### src/rtl/gpe_bank.sv
module gpe_bank #(
  parameter int BANK_LEN = 8,
  parameter int DATA_W   = 8,
  localparam int HALF    = BANK_LEN / 2,
  localparam int AW      = $clog2(BANK_LEN) + 1
) (
  input  logic              clk,
  input  logic              rst_n,
  input  logic              acc_valid,
  input  logic              acc_write,
  input  logic [AW-1:0]     acc_addr,
  input  logic [DATA_W-1:0] acc_wdata,
  output logic [DATA_W-1:0] acc_rdata,
  input  logic [DATA_W-1:0] evt_set,
  output logic              evt_irq,
  output logic              addr_err
);

  logic [DATA_W-1:0] sts_q [HALF];
  logic [DATA_W-1:0] en_q  [HALF];

  wire legal = acc_addr < AW'(BANK_LEN);
  wire wr    = acc_valid && acc_write && legal;

  genvar g;
  generate
    for (g = 0; g < HALF; g++) begin : g_byte
      wire hit_s = wr && (acc_addr == AW'(g));
      wire hit_e = wr && (acc_addr == AW'(HALF + g));
      logic [DATA_W-1:0] sts_keep;
      assign sts_keep = hit_s ? (sts_q[g] & ~acc_wdata) : sts_q[g];

      always_ff @(posedge clk or negedge rst_n) begin
        if (!rst_n) begin
          sts_q[g] <= '0;
          en_q[g]  <= '0;
        end else begin
          if (g == 0) sts_q[g] <= sts_keep | evt_set;
          else        sts_q[g] <= sts_keep;
          if (hit_e) en_q[g] <= acc_wdata;
        end
      end
    end
  endgenerate

  always_comb begin
    acc_rdata = '0;
    for (int i = 0; i < HALF; i++) begin
      if (acc_addr == AW'(i))        acc_rdata = sts_q[i];
      if (acc_addr == AW'(HALF + i)) acc_rdata = en_q[i];
    end
  end

  always_ff @(posedge clk or negedge rst_n) begin
    if (!rst_n) addr_err <= 1'b0;
    else        addr_err <= acc_valid && !legal;
  end

  assign evt_irq = |(sts_q[0] & en_q[0]);

endmodule

### config.mk
export PLATFORM = sky130hd
export DESIGN_NAME = gpe_bank
export DESIGN_NICKNAME = d
export VERILOG_FILES = /design/src/rtl/gpe_bank.sv
export SDC_FILE = /design/constraint.sdc
export NUM_CORES = 1
export LEC_CHECK = 0
export BUFFER_PORTS_ARGS = -buffer_cell sky130_fd_sc_hd__buf_2
export CORE_MARGIN = 2
export CORE_UTILIZATION = 25
export DETAILED_ROUTE_END_ITERATION = 12
export PLACE_DENSITY = 0.41
export SLEW_MARGIN = 20
export SYNTH_ARGS = -nofsm -noshare
export SYNTH_HDL_FRONTEND = slang
export SYNTH_SLANG_ARGS = --single-unit
### constraint.sdc
create_clock -name clk -period 1.5 [get_ports clk]
set_input_delay 0.075 -clock clk [delete_from_list [all_inputs] [get_ports clk]]
set_output_delay 0.075 -clock clk [all_outputs]
set_load 0.01 [all_outputs]
==> metrics.txt <==
outcome=complete, but fails checks; violated checks=negative setup slack; Mapped Cells=about 270; Core Region=12500 sq um; register area share after synthesis=51.1%; Max Buffers Root-to-Sink=2; vias in the first global route=2429; reg2reg path depth=2; peak supply drop=around 440 uV; Mapped Area=between 3000 and 4000 sq um; RSZ-0062 raised after global routing=yes; Synth Flop Type=dfrtp_1; initial antenna violation count=0; number of sinks on the clock net=65; Routability Congestion=0.749; Synth Net Count=295; Fill cells=1280; layout cells sized above 1=36.5%; Die H=approximately 120 microns; drt total wl=8.51 mm; Crit Path Class=reg2out; Endpoint, Worst Hold=sts_q[14]; fin util=between 30% and 40%; final hold violations=0; Hold Slack=41.2 ps; Worst Path Required=around 1400 ps; data arrival time of the critical path=1520 ps; Clock Pin Slew Worst Setup and Hold Paths=50 ps; Tcrit/Tclk final=107%; cell area after placement=~3800 sq um; crit end category=output port; launching point of the worst reg2reg path=sts_q[24]; worst slew pin tran=411 ps; R2R Path End=sts_q[24]; Synth Warn #=0; 1st-pass router iterations=4; diode count=0; Synth Register Bits=65; Fmax achieved=roughly 630 MHz; Max Cap Viol=0; num rows=41; Remaining Overflow, GRT=0; vias=~2400; EDFF count, synth=0; CTS tree=done; Root Driver=clkbuf_16; Die Wd=~120 microns; Hold Path Stages=2; Layout Skew=0 ps; IO Pins=34; clk_lat worst skew=330 ps; Hold Crit Class=in2reg; I/O Buffers=33; distinct cell type count after synthesis=38; Total Nets Final=375; crit-path max FO=3; TritonCTS Buffers=9; first-pass GRT wire length=~14 mm; Tot Pwr=4.69 mW; Final Slew Violations=0; static leakage=1.91 nW; GRT Overall Usage=between 10 and 15%; HP Start=acc_wdata[6]; H-tree levels=3; initial core utilization=between 20% and 30%; CP Launch Type=flip-flop; DPL Wire Length=6.25 mm; fin area=4250 sq um; flop2flop setup slack=710 ps; First DRT Iteration DRCs=53; Worst Slack Setup Final=-99.9 ps; Avg WL per Cell=between 15 and 20 microns; ANT nets after route=0; DR vias/cell=4.55; Final min period=1600 ps; ys async rst share=100%; Layout area overhead=33.3%; TNS Setup=-219 ps; DIE AREA=13700 sq um; syn avg cell area=roughly 12 sq um; pin count of the biggest net entering global routing=51; final setup fails=3; slew margin rel.=72.6%; pwr dens=about 1100 nW/um^2; drt drc=0
-- state kept, by name, indices dropped and copies added, names as in the netlist --
| signal | cells |
|---|---|
| sts_q | 32 |
| addr_err | 1 |
| en_q | 32 |
-- layout by cell type, fill, tap and decap left out, types with 11 or more instances in the layout --
cell type  count
nand2_1       17
a21boi_0      24
mux2i_1       11
buf_4         38
mux2_2        16
buf_2         33
a21oi_1       16
dfrtp_1       65
nor2_1        17
-- layout make-up --
type                       count  area (sq um)  area share (%)
clock buffer                  14           284            6.69
multi-input combinational    192          1530            35.9
inverter                       1          3.75          0.0884
sequential                    65          1630            38.3
timing repair buffer          82           581            13.7
clock inverter                 2          10.0           0.236
tap                          172           215            5.07
-- cell families after synthesis --
family                 share of synthesized area, %
DFF                                            51.1
muxes                                          17.1
buffers and inverters                          2.44
AOI/OAI and AO/OA                              17.4
and+or+nand+nor                                12.0
-- worst max path at each step --
| stage | from | to | slack [ps] | cells after the start |
|---|---|---|---|---|
| 2_1_floorplan | acc_addr[2] | en_q[0] | 260 | 5 |
| 3_3_place_gp | acc_addr[2] | acc_rdata[3] | -30 | 6 |
| 3_5_place_dp | acc_addr[0] | en_q[6] | -10 | 6 |
| 4_1_cts | sts_q[6] | acc_rdata[6] | -130 | 4 |
| 5_1_grt | sts_q[6] | acc_rdata[6] | -170 | 4 |
| 6_report | sts_q[6] | acc_rdata[6] | -100 | 4 |
-- cells in the mapped netlist, types with 5 or more instances --
cell type	count	area share, %
nand2_1	17	2.0
nand2b_1	9	1.8
a22oi_1	5	1.2
mux2i_1	11	3.5
mux2_2	16	5.7
nand3b_1	6	1.4
o21ai_0	8	1.3
mux2_1	8	2.8
a211oi_1	6	1.4
mux2_4	8	3.8
a21oi_1	16	2.5
clkbuf_1	6	0.71
nor2_1	17	2.0
a21o_1	9	2.1
dfrtp_1	65	51
a21boi_0	24	5.7
-- metrics by stage --
step                setup WS (ps)  instances
CTS                          -129        527
floorplan                     259        271
global route                 -168        528
global placement            -34.7        498
detailed placement          -14.5        498
finish                      -99.9        528
-- power breakdown --
group	total [mW]	switching, mW	internal, mW
Clock	2.02	0.724	1.29
Sequential	2.03	0.104	1.93
Combinational	0.644	0.299	0.346
-- layer usage --
layer / vias up / wire (microns) / global-route usage (%)
li1: 1161 / - / -
met1: 1189 / 4330 / 19.5
met2: 36 / 3730 / 19.4
met3: 16 / 308 / 3.45
met4: 0 / 152 / 5.10
met5: - / 0 / 0
-- worst max-delay path: stages, from the launching register on --
cell	delay (ps)
dfrtp_1	380
mux4_2	460
mux2i_1	140
a211oi_1	70
buf_2	140
-- timing repair --
item | in CTS | in global routing
buffers inserted | 4 | 1
endpoints found under the setup margin | 8 | 9
endpoints found under the hold margin | 23 | 0
pin swaps | 8 | 4
resized for setup | 8 | 7
hold buffers | 9 | 0
Note: power is estimated with default switching activity, not from simulation.
